===== config.mk =====
export PLATFORM = sky130hd
export DESIGN_NAME = cordic_recursive_cascade
export DESIGN_NICKNAME = d
export VERILOG_FILES = /design/src/rtl/cordic_rc_pkg.sv /design/src/rtl/cordic_rc_preshift.sv /design/src/rtl/cordic_rc_unit.sv /design/src/rtl/cordic_recursive_cascade.sv
export SDC_FILE = /design/constraint.sdc
export NUM_CORES = 1
export LEC_CHECK = 0
export BUFFER_PORTS_ARGS = -buffer_cell sky130_fd_sc_hd__buf_4
export CAP_MARGIN = 30
export CORE_ASPECT_RATIO = 0.6
export CORE_UTILIZATION = 45
export DETAILED_ROUTE_END_ITERATION = 16
export GPL_TIMING_DRIVEN = 0
export MAX_ROUTING_LAYER = met4
export PLACE_DENSITY = 0.61
export SLEW_MARGIN = 25
export SYNTH_ARGS = -nofsm -noshare
export SYNTH_HDL_FRONTEND = slang
export SYNTH_SLANG_ARGS = --single-unit

===== constraint.sdc =====
create_clock -name clk -period 9.2 [get_ports clk]
set_input_delay 0.46 -clock clk [delete_from_list [all_inputs] [get_ports clk]]
set_output_delay 0.46 -clock clk [all_outputs]
set_load 0.1 [all_outputs]

===== src/rtl/cordic_rc_pkg.sv =====
package cordic_rc_pkg;

    typedef enum logic {
        ROT_CCW = 1'b0,
        ROT_CW  = 1'b1
    } rot_dir_e;

    // Elementary angle atan(2^-idx) expressed with 2^(aw-1) == pi, rounded.
    function automatic int atan_code(input int idx, input int aw);
        real t;
        real term;
        real acc;
        real scale;
        acc = 0.0;
        if (idx == 0) begin
            acc = 0.78539816339744830962;
        end else begin
            t = 1.0;
            for (int n = 0; n < idx; n++) t = t / 2.0;
            term = t;
            for (int n = 0; n < 16; n++) begin
                if (n % 2 == 0) acc = acc + term / (2.0 * n + 1.0);
                else            acc = acc - term / (2.0 * n + 1.0);
                term = term * t * t;
            end
        end
        scale = 1.0;
        for (int n = 1; n < aw; n++) scale = scale * 2.0;
        return $rtoi(acc * scale / 3.14159265358979323846 + 0.5);
    endfunction

endpackage


===== src/rtl/cordic_rc_preshift.sv =====
module cordic_rc_preshift #(
    parameter int L     = 16,
    parameter int BASE  = 0,
    parameter int AMT_W = 2
) (
    input  logic signed [L-1:0]     word_i,
    input  logic        [AMT_W-1:0] amt_i,
    output logic signed [L-1:0]     word_o
);
    localparam int W = L - BASE;

    logic signed [W-1:0] hi;
    logic signed [W-1:0] sh;

    // Hardwired part of the shift: the low BASE bits never reach the shifter.
    assign hi     = word_i[L-1:BASE];
    assign sh     = hi >>> amt_i;
    assign word_o = L'(sh);
endmodule


===== src/rtl/cordic_rc_unit.sv =====
module cordic_rc_unit
    import cordic_rc_pkg::*;
#(
    parameter int L     = 16,
    parameter int G     = 4,
    parameter int STAGE = 0,
    parameter int CW    = 2
) (
    input  logic                clk,
    input  logic                rst,
    input  logic                load_i,
    input  logic [CW-1:0]       step_i,
    input  logic                vld_i,
    input  logic signed [L-1:0] x_i,
    input  logic signed [L-1:0] y_i,
    input  logic signed [L-1:0] z_i,
    output logic                vld_o,
    output logic signed [L-1:0] x_o,
    output logic signed [L-1:0] y_o,
    output logic signed [L-1:0] z_o
);
    localparam int BASE = STAGE * G;

    typedef struct packed {
        logic                vld;
        logic signed [L-1:0] x;
        logic signed [L-1:0] y;
        logic signed [L-1:0] z;
    } unit_st_t;

    unit_st_t st_d, st_q;

    logic signed [L-1:0] op_x, op_y, op_z;
    logic signed [L-1:0] sh_x, sh_y;
    logic signed [L-1:0] atan_rom [G];
    rot_dir_e            dir;

    for (genvar j = 0; j < G; j++) begin : g_rom
        assign atan_rom[j] = L'(atan_code(BASE + j, L));
    end

    // Operand select: fresh pair on the load cycle, own result otherwise.
    assign op_x = load_i ? x_i : st_q.x;
    assign op_y = load_i ? y_i : st_q.y;
    assign op_z = load_i ? z_i : st_q.z;

    cordic_rc_preshift #(.L(L), .BASE(BASE), .AMT_W(CW)) u_shx (
        .word_i (op_x),
        .amt_i  (step_i),
        .word_o (sh_x)
    );

    cordic_rc_preshift #(.L(L), .BASE(BASE), .AMT_W(CW)) u_shy (
        .word_i (op_y),
        .amt_i  (step_i),
        .word_o (sh_y)
    );

    always_comb begin
        st_d = st_q;
        dir  = op_z[L-1] ? ROT_CW : ROT_CCW;
        if (load_i) st_d.vld = vld_i;
        if (dir == ROT_CCW) begin
            st_d.x = op_x - sh_y;
            st_d.y = op_y + sh_x;
            st_d.z = op_z - atan_rom[step_i];
        end else begin
            st_d.x = op_x + sh_y;
            st_d.y = op_y - sh_x;
            st_d.z = op_z + atan_rom[step_i];
        end
    end

    always_ff @(posedge clk) begin
        if (rst) st_q <= '0;
        else     st_q <= st_d;
    end

    assign vld_o = st_q.vld;
    assign x_o   = st_q.x;
    assign y_o   = st_q.y;
    assign z_o   = st_q.z;
endmodule


===== src/rtl/cordic_recursive_cascade.sv =====
module cordic_recursive_cascade #(
    parameter int L = 16,
    parameter int N = 16,
    parameter int K = 4
) (
    input  logic         clk,
    input  logic         rst,
    input  logic         in_valid,
    output logic         in_ready,
    input  logic [L-1:0] in_x,
    input  logic [L-1:0] in_y,
    input  logic [L-1:0] in_angle,
    output logic         out_valid,
    output logic [L-1:0] out_x,
    output logic [L-1:0] out_y,
    output logic [L-1:0] out_angle
);
    localparam int G  = N / K;
    localparam int CW = (G > 1) ? $clog2(G) : 1;

    typedef struct packed {
        logic [CW-1:0] phase;
    } ctl_st_t;

    ctl_st_t ctl_d, ctl_q;
    logic    load;

    always_comb begin
        ctl_d = ctl_q;
        if (ctl_q.phase == CW'(G - 1)) ctl_d.phase = '0;
        else                           ctl_d.phase = ctl_q.phase + CW'(1);
    end

    always_ff @(posedge clk) begin
        if (rst) ctl_q <= '0;
        else     ctl_q <= ctl_d;
    end

    assign load = (ctl_q.phase == '0);

    logic        [K:0]   chain_v;
    logic signed [L-1:0] chain_x [K+1];
    logic signed [L-1:0] chain_y [K+1];
    logic signed [L-1:0] chain_z [K+1];

    assign chain_v[0] = in_valid;
    assign chain_x[0] = in_x;
    assign chain_y[0] = in_y;
    assign chain_z[0] = in_angle;

    for (genvar k = 0; k < K; k++) begin : g_unit
        cordic_rc_unit #(.L(L), .G(G), .STAGE(k), .CW(CW)) u_unit (
            .clk    (clk),
            .rst    (rst),
            .load_i (load),
            .step_i (ctl_q.phase),
            .vld_i  (chain_v[k]),
            .x_i    (chain_x[k]),
            .y_i    (chain_y[k]),
            .z_i    (chain_z[k]),
            .vld_o  (chain_v[k+1]),
            .x_o    (chain_x[k+1]),
            .y_o    (chain_y[k+1]),
            .z_o    (chain_z[k+1])
        );
    end

    assign in_ready  = load;
    assign out_valid = load & chain_v[K];
    assign out_x     = chain_x[K];
    assign out_y     = chain_y[K];
    assign out_angle = chain_z[K];
endmodule


After elaboration in Yosys (flattened, before gate mapping)
Index checks and enable logic that the tools add are counted.

word-level totals
  register bits = 198
  input port bits = 51
  output and inout port bits = 50
  word-level logic and storage cells = 88

cells by class
  add/subtract/negate cells = 25
  order comparisons = 1
  eq/ne operators = 1
  shift-type cells = 8
  multiplexer cells = 32
  bitwise logic cells = 2
  reductions and logical operators = 2

operators with widths
  cell                 count
  $mux 16              20
  $mux 48              4
  $bmux 16 s2          4
  $add 16x16->16       6
  $sub 16x16->16       6
  $add 16x12->16       2
  $add 16x4->16        2
  $add 16x8->16        2
  $sshr 16x2->16       2
  $sub 16x12->16       2
  $sub 16x4->16        2
  $sub 16x8->16        2
  $sshr 12x2->12       2
  $sshr 8x2->8         2
  $sshr 4x2->4         2
  $mux 1               4
  $ge 3x3->1 const B   1
  $not 2->3            1
  $add 2x1->2 const B  1
  $eq 2x2->1 const B   1
  $logic_not 2->1      1
  $reduce_or 2->1      1
  $and 1x1->1          1

Logic depth before layout (Yosys ltp)
Gate-level depths: netlist (run 1).

  depth after elaboration = 6
  depth in mapped cells = 34

Hierarchy
A second synthesis (run 1) with hierarchy kept.

second synthesis, totals
  cells, all modules = 2,399
  area total of the unflattened synthesis = 21,137.8 µm²

by module, submodules not included
  module                                           instances  cells an instance  area each (µm²)  seq. area each (µm²)
  cordic_rc_unit (g_unit[0].u_unit)                1          589                4,802.1          980.9
  cordic_rc_unit (g_unit[2].u_unit)                1          564                4,799.6          980.9
  cordic_rc_unit (g_unit[1].u_unit)                1          535                4,608.2          980.9
  cordic_rc_unit (g_unit[3].u_unit)                1          542                4,559.4          980.9
  cordic_rc_preshift (g_unit[0].u_unit.u_shx ...)  2          22                 405.4            0.0
  cordic_rc_preshift (g_unit[1].u_unit.u_shx ...)  2          20                 304.0            0.0
  cordic_rc_preshift (g_unit[2].u_unit.u_shx ...)  2          20                 262.8            0.0
  cordic_rc_preshift (g_unit[3].u_unit.u_shx ...)  2          18                 161.4            0.0
  cordic_recursive_cascade                         1          9                  101.3            40.0

Worst setup path after synthesis (run 1)
No wires, ideal clock.

  path kind = reg-to-reg
  start point = reg ctl_q[1] in the netlist's numbering
  end point = reg g_unit[2].u_unit.st_q, in the netlist g_unit[2].u_unit.z_o[15]
  arrival time = 8.216 ns
  slack = 0.851 ns
  cell stages (with the launch flop) = 33
  buffers on the path = 17
  cell sequence = dfxtp_1 buf_4 buf_6 inv_2 buf_1 clkbuf_1 buf_1 buf_1 buf_1 ha_1 buf_6 buf_4 buf_2 buf_2 buf_2 buf_2 buf_2 buf_1 clkbuf_1 clkbuf_1 mux2_2 ha_1 a21o_1 a21oi_1 o21ai_0 a21oi_1 o21ai_0 a21oi_1 o21ai_0 o41ai_1 o21ai_0 and4_1 or3b_2

between the ends
  longest elaborated chain between the ends = 6
  elaborated cells between the ends (all ways) = 10

RTL lines
  item                                              line                                        text
  start, declared                                   cordic_recursive_cascade.sv:25              ctl_st_t ctl_d, ctl_q;
  start signal, assigned                            cordic_recursive_cascade.sv:36              else ctl_q <= ctl_d;
  $not 2->3 (implied by the code)                   cordic_rc_unit.sv:66, cordic_rc_unit.sv:70
  $bmux 16 s2                                       cordic_rc_unit.sv:66, cordic_rc_unit.sv:70
  $mux 16 (implied by the code) (2 in series)       cordic_rc_unit.sv:66, cordic_rc_unit.sv:70
  $sub 16x16->16 or $add 16x16->16 (tied branches)  cordic_rc_unit.sv:66, cordic_rc_unit.sv:70
  $mux 48 *                                         cordic_rc_unit.sv:63                        if (dir == ROT_CCW) begin
  end signal, assigned                              cordic_rc_unit.sv:76                        else st_q <= st_d;
  end, declared                                     cordic_rc_unit.sv:31                        unit_st_t st_d, st_q;

Mark *: on every way between the ends. The rest lies on a longest branch, timed or not. The select of a mux whose other input is x is not followed.
A chain may end at the register's enable or synchronous reset.

Worst setup path in the final report (run 1)
  start point = reg ctl_q[1] in the netlist's numbering
  end point = reg g_unit[0].u_unit.st_q, in the netlist g_unit[0].u_unit.z_o[15]

between the ends
  longest elaborated chain between the ends = 6
  elaborated cells between the ends (all ways) = 10

RTL lines
  item                                              line
  $not 2->3 (implied by the code)                   cordic_rc_unit.sv:66, cordic_rc_unit.sv:70
  $bmux 16 s2                                       cordic_rc_unit.sv:66, cordic_rc_unit.sv:70
  $mux 16 (implied by the code) (2 in series)       cordic_rc_unit.sv:66, cordic_rc_unit.sv:70
  $sub 16x16->16 or $add 16x16->16 (tied branches)  cordic_rc_unit.sv:66, cordic_rc_unit.sv:70
  $mux 48 *                                         cordic_rc_unit.sv:63
  end signal, assigned                              cordic_rc_unit.sv:76
  end, declared                                     cordic_rc_unit.sv:31

Marked as above.

==> key figures, run 1 <==
Run status
  • Outcome: complete, no violations

Setup path
  • Worst path max stage delay: 0.67 ns
  • Crit path max fanout: 13
  • Kind of end point of the critical path: flop
  • Cell mode on critical path: o21ai_0
  • Crit. Startpoint: ctl_q[1]
  • CP startpoint kind: flop
  • Crit path required time: 9.57 ns
  • Critical-path top delay cell: clkbuf_1
  • Data arrival time of the critical path: 9.45 ns
  • Buffers and inverters on the worst path: 14
  • Worst r2r src: ctl_q[1]
  • Crit Path Category: reg -> reg
  • Critical path's top delay family: buffers and inverters

Yosys
  • Post-synth EDFFs: 0
  • Cell Area, Synth: 21,100 sq um
  • Syn nets: 2,720
  • Post-Syn Area per Cell: 8.55 sq um
  • Cell accounting for the most synthesized area: dfxtp_1
  • Async SR Flop Fraction: 0%
  • Synth top area cells: dfxtp_1 19%, ha_1 12%, mux2_2 9.6%
  • Synth Flop Type: dfxtp_1
  • FF+latch count, synth: 198
  • Cell count after synthesis: 2,463
  • Yosys top cell area share: 18.8%
  • Cell variety after synth: 87
  • Synth warnings: 0
  • Seq/Total Area, Yosys: 18.8%

CTS
  • CTS clk-pin slew, worst paths: 0.09 ns
  • Clk_lat worst skew: 0.48 ns
  • CTS max path bufs: 2
  • CTS sink count: 198
  • H-tree Lvls: 4
  • Hold_buf cts: 0
  • CTS root buffer: clkbuf_16
  • CTS Buf Count: 17
  • TritonCTS clock tree: done

Finish
  • # fillers: 4,376
  • Synthesis-to-layout area growth: 11.3%
  • N_diodes: 0
  • Final nets: 2,849
  • Layout cell share with drive strength beyond 1: 20.5%
  • Final Util: 51.5%
  • Fin cells: 3,225

Detailed routing
  • Via count: 20,500
  • Drt pass-1 iters: 6
  • Drt drc: 0
  • Antenna-violating nets left: 0
  • WL final: 91,700 microns
  • First-iteration detailed-routing DRC count: 2,763
  • Via-to-Cell Ratio: 6.36
  • Drt wl/cell: 28.4 microns

Timing
  • Slew headroom: 26.5%
  • Slew of the pin with the lowest slew margin: 1.10 ns
  • Fin crit period: 9.08 ns
  • Worst Skew: 0.0202 ns
  • RSZ-0062 raised after global routing: false
  • Hold Vio Cnt, Final: 0
  • Fin crit share: 98.7%
  • Setup violators final: 0
  • Setup TNS: 0 ns
  • Top achievable clock speed: 0.110 GHz
  • Worst hold slack: 0.214 ns
  • Final Max Slew Viols: 0

GRT
  • First-pass GRT wire length: 131,000 microns
  • Pin count of the biggest net entering global routing: 29
  • Gr usage total: 39.8%
  • Number of global-route vias before repair: 18,700
  • Overflow after GRT: 0
  • Initial antenna violation count: 3

Place
  • HPWL Detailed: 74,500 microns
  • Placed Cells: 3,189
  • Port Buf Inserts: 100
  • Gpl congestion: 1.03

Hold path
  • Hold Path Class: in -> reg
  • Hold Path Origin: in_valid

Die
  • Initial Util: 46.3%
  • Top-level port count: 101
  • Die area: 47,700 sq um
  • Core ar.: 45,500 sq um
  • Die width: 281 microns
  • Die Ht: 170 microns
  • Num rows: 60

Flow run
  • Max-cap viol count: 0
[what timing repair did]
| item | in CTS | in global routing |
|---|---|---|
| pin swaps | 0 | 1 |
| setup buffers | 0 | 2 |
| endpoints found under the setup margin | 178 | 34 |
| resized for setup | 30 | 17 |
| cloned | 0 | 0 |
[worst register-to-register path: cells and delay by family, from the launching register on]
family	cells	cell delay, ns
compound gates	9	3.01
fa+ha+maj	3	0.97
buf+inv	14	4.59
flops	1	0.38
[cell type report]
class,instances,area [sq um],share of cell area [%]
Multi-Input combinational cell,1997,15900,67.6
Sequential cell,198,3960,16.9
Buffer,155,928,3.96
Timing Repair Buffer,114,885,3.77
Tap cell,620,776,3.31
Clock buffer,19,443,1.89
Inverter,109,409,1.75
Clock inverter,13,186,0.795
[layout by cell type, fill, tap and decap left out, drive strengths merged, types with 74 or more instances in the layout]
cell,count
dfxtp,198
xor2,74
nand2,163
mux2,182
xnor2,134
o21ai,122
inv,113
mux2i,102
nor3,81
nor2,280
clkbuf,78
buf,209
a21oi,146
ha,196
[final timing paths]
check | end | slack, ns | cells past startpoint
worst max-delay path | g_unit[0].u_unit.z_o[15] | 0.12 | 26
worst min-delay path | g_unit[0].u_unit.vld_o | 0.21 | 3
worst max register to register | g_unit[0].u_unit.z_o[15] | 0.12 | 26
worst min register to register | g_unit[3].u_unit.vld_o | 0.51 | 2
[state kept, by name, summed over array words and instances (netlist names)]
register	flops
g_unit.u_unit.y_o	64
g_unit.u_unit.z_o	64
g_unit.u_unit.x_o	64
g_unit.u_unit.vld_o	4
ctl_q	2
[Yosys cell counts, drive strengths merged (18+ instances only)]
library cell  instances
nor2                280
dfxtp               198
ha                  196
mux2                182
nand2               163
a21oi               146
xnor2               134
o21ai               122
inv                 107
buf                 103
mux2i               102
nor3                 81
xor2                 74
mux4                 69
clkbuf               56
nor2b                39
a21o                 36
nand3                25
a31oi                23
nand2b               21
and2                 20
a211oi               19
and3                 18
o21a                 18
[per-stage QoR]
step	setup slack, ns	instance area (sq um)
2_1_floorplan	0.851	21100
3_3_place_gp	-4.87	22600
3_5_place_dp	-4.05	22700
4_1_cts	0.0147	23400
5_1_grt	0.0205	23400
6_report	0.122	23400
[layer usage]
layer	routed length (microns)	vias to the layer above	track usage, %
li1	-	9098	-
met1	45000	10000	61.4
met2	30800	1278	44.8
met3	14400	97	17.5
met4	1540	0	6.81
met5	0	-	-
[kinds of logic after synthesis]
family	Yosys count	synth area share, %
compound gates	510	15.6
xor+xnor	212	9.09
fa+ha+maj	210	12.8
buf+inv	268	6.04
flops	198	18.8
mux	353	22.1
simple gates	712	15.6
Power of run 1 is left out: the tool's default activity adds up to more than one toggle a clock period on the data nets, which glitch-free logic cannot reach.
==> run 2: changes to the inputs <==
--- a/config.mk
+++ b/config.mk
@@ -12,7 +12,7 @@
 export DETAILED_ROUTE_END_ITERATION = 16
 export GPL_TIMING_DRIVEN = 0
 export MAX_ROUTING_LAYER = met4
-export PLACE_DENSITY = 0.61
+export PLACE_DENSITY = 0.62
 export SLEW_MARGIN = 25
 export SYNTH_ARGS = -nofsm -noshare
 export SYNTH_HDL_FRONTEND = slang
==> constraint.sdc (replaced) <==
create_clock -name clk -period 9.2 [get_ports clk]
set_input_delay 0.46 -clock clk [delete_from_list [all_inputs] [get_ports clk]]
set_output_delay 0.46 -clock clk [all_outputs]
set_load 0.02 [all_outputs]
==> run 2 against run 1 <==
  * Critical endpoint is now g_unit[3].u_unit.y_o[15]
  * Clock-buffer cell count increased by 1
  * Critical path depth unchanged
  * Final cell count about the same
  * Register-to-register slack got worse by 0.14 ns
  * Utilization decreased by 0.058 points
  * Design area decreased by 0.11%
  * Clock skew increased by 0.0014 ns
  * The run now ends with setup timing left
  * Largest cell class unchanged
  * Maximum frequency decreased by 1.5%
  * Sequential share of layout area about the same
  * Flip-flop and latch count unchanged
  * Via count decreased by 1.2%
  * Die area unchanged
==> key figures, run 2 (same netlist as run 1, synthesis figures left out) <==
Setup path
  • Kind of end point of the critical path: flop
  • Crit path to: g_unit[3].u_unit.y_o[15]
  • Reg2Reg Capture Point: g_unit[3].u_unit.y_o[15]
  • R2r setup slk: -0.02 ns
  • Crit. Startpoint: ctl_q[0]
  • CP startpoint kind: flop
  • Worst r2r src: ctl_q[0]
  • Data arrival time of the critical path: 9.60 ns
  • Crit path required time: 9.58 ns
  • R2R depth: 26
  • Crit path max fanout: 12
  • Crit Path Category: reg -> reg

GRT
  • Gr usage total: 38.1%
  • Pin count of the biggest net entering global routing: 38
  • Initial antenna violation count: 2
  • Overflow after GRT: 0
  • Number of global-route vias before repair: 18,600
  • First-pass GRT wire length: 127,000 microns

Run status
  • Failing checks: setup timing
  • Outcome: finished, violations left

Die
  • Die width: 281 microns
  • Num rows: 60
  • Die Ht: 170 microns
  • Core ar.: 45,500 sq um
  • Initial Util: 46.3%
  • Top-level port count: 101
  • Die area: 47,700 sq um

Detailed routing
  • WL final: 88,300 microns
  • Antenna-violating nets left: 0
  • Drt pass-1 iters: 6
  • Via-to-Cell Ratio: 6.29
  • First-iteration detailed-routing DRC count: 2,529
  • Drt wl/cell: 27.4 microns
  • Via count: 20,300
  • Drt drc: 0

Timing
  • Setup TNS: -0.0161 ns
  • Setup violators final: 1
  • Fin crit period: 9.22 ns
  • Final Max Slew Viols: 0
  • Slew headroom: 26.2%
  • Slew of the pin with the lowest slew margin: 1.09 ns
  • Top achievable clock speed: 0.109 GHz
  • Fin crit share: 100%
  • Setup ws final: -0.0161 ns
  • Hold Vio Cnt, Final: 0
  • Worst Skew: 0.0215 ns

Finish
  • # fillers: 4,345
  • Synthesis-to-layout area growth: 11.2%
  • Commonest non-fill, non-tap cell in the layout: nor2_1
  • Final Util: 51.5%
  • Layout cell share with drive strength beyond 1: 19.9%
  • Area of the multi-input gates: 15,800 sq um
  • Reg area: 3960 sq um
  • Most frequent cells in the layout: 279 x nor2_1, 198 x dfxtp_1, 196 x ha_1
  • Final nets: 2,846

CTS
  • Post-CTS Setup Bufs: 0
  • CTS max path bufs: 2
  • CTS root buffer: clkbuf_16
  • Clk_lat worst skew: 0.50 ns
  • CTS sink count: 198
  • H-tree Lvls: 4
  • Hold_buf cts: 0
  • CTS clk-pin slew, worst paths: 0.09 ns
  • TritonCTS clock tree: done
  • CTS Buf Count: 17

Hold path
  • Hold Path Class: in -> reg

Flow run
  • Max-cap viol count: 0

Place
  • HPWL Detailed: 71,900 microns
  • Port Buf Inserts: 100
  • Gpl congestion: 1.03
## run 2: changes by cell type in the layout (fill, tap and decap cells not counted), sizes merged
cell      change
inv           -2
clkbuf        -2
clkinv        -2
bufinv        +2
diode         +1
clkinvlp      +1
## run 2: metrics by stage
| step | area [sq um] | worst slack, ns | instances | hold WS [ns] |
|---|---|---|---|---|
| after floorplan | 21100 | 0.851 | 2463 | 0.452 |
| after global placement | 22600 | -4.26 | 3183 | 0.467 |
| after detailed placement | 22700 | -3.61 | 3192 | 0.485 |
| after CTS | 23300 | 0.0836 | 3219 | 0.205 |
| after global routing | 23400 | -0.00872 | 3223 | 0.224 |
| final | 23400 | -0.0161 | 3223 | 0.212 |
## run 2: layout make-up
class | count | area share [%]
antenna | 1 | 0.0107
inverter | 109 | 1.75
timing repair buffer | 112 | 3.75
clock inverter | 12 | 0.908
sequential | 198 | 16.9
multi-input combinational | 1997 | 67.6
tap | 620 | 3.31
buffer | 154 | 3.80
clock buffer | 20 | 1.91
## run 2: worst min-delay path by stage
stage / startpoint / to / depth (start not counted)
floorplan: g_unit[3].u_unit.vld_o / g_unit[3].u_unit.vld_o / 2
global placement: g_unit[3].u_unit.vld_o / g_unit[3].u_unit.vld_o / 2
detailed placement: g_unit[2].u_unit.vld_o / g_unit[3].u_unit.vld_o / 2
CTS: in_valid / g_unit[0].u_unit.vld_o / 3
global route: in_valid / g_unit[0].u_unit.vld_o / 3
finish: in_valid / g_unit[0].u_unit.vld_o / 3
## run 2: critical path: stages (launching register included)
cell and delay [ns]:
dfxtp_1 0.37, buf_2 0.24, buf_6 0.20, inv_2 0.26, buf_2 0.34, clkbuf_1 0.74, ha_1 0.34, buf_2 0.38
buf_1 0.68, clkbuf_1 0.77, mux2_2 0.47, o21ai_0 0.19, o21a_1 0.36, ha_1 0.24, nor2_1 0.06, xnor2_1 0.66
ha_1 0.28, o21ai_0 0.12, a21oi_1 0.20, o21ai_0 0.14, a21oi_1 0.23, o21a_1 0.15, nor2_1 0.08, o211a_1 0.27
o41ai_1 0.98, a21oi_1 0.15, nand3b_1 0.19
## run 2: repair_timing
item | 4_1_cts | 5_1_grt
pin swaps | 0 | 0
endpoints found under the hold margin | 0 | 0
setup endpoints to repair | 173 | 14
gates resized for setup | 13 | 16
## run 2: layer usage
layer | GRT usage (%) | vias up | routed length, microns
met3 | 16.0 | 107 | 13500
li1 | - | 9110 | -
met5 | - | - | 0
met1 | 57.7 | 9808 | 43100
met4 | 8.88 | 0 | 1790
met2 | 43.9 | 1247 | 29900
Power of run 2 is left out for the same reason.
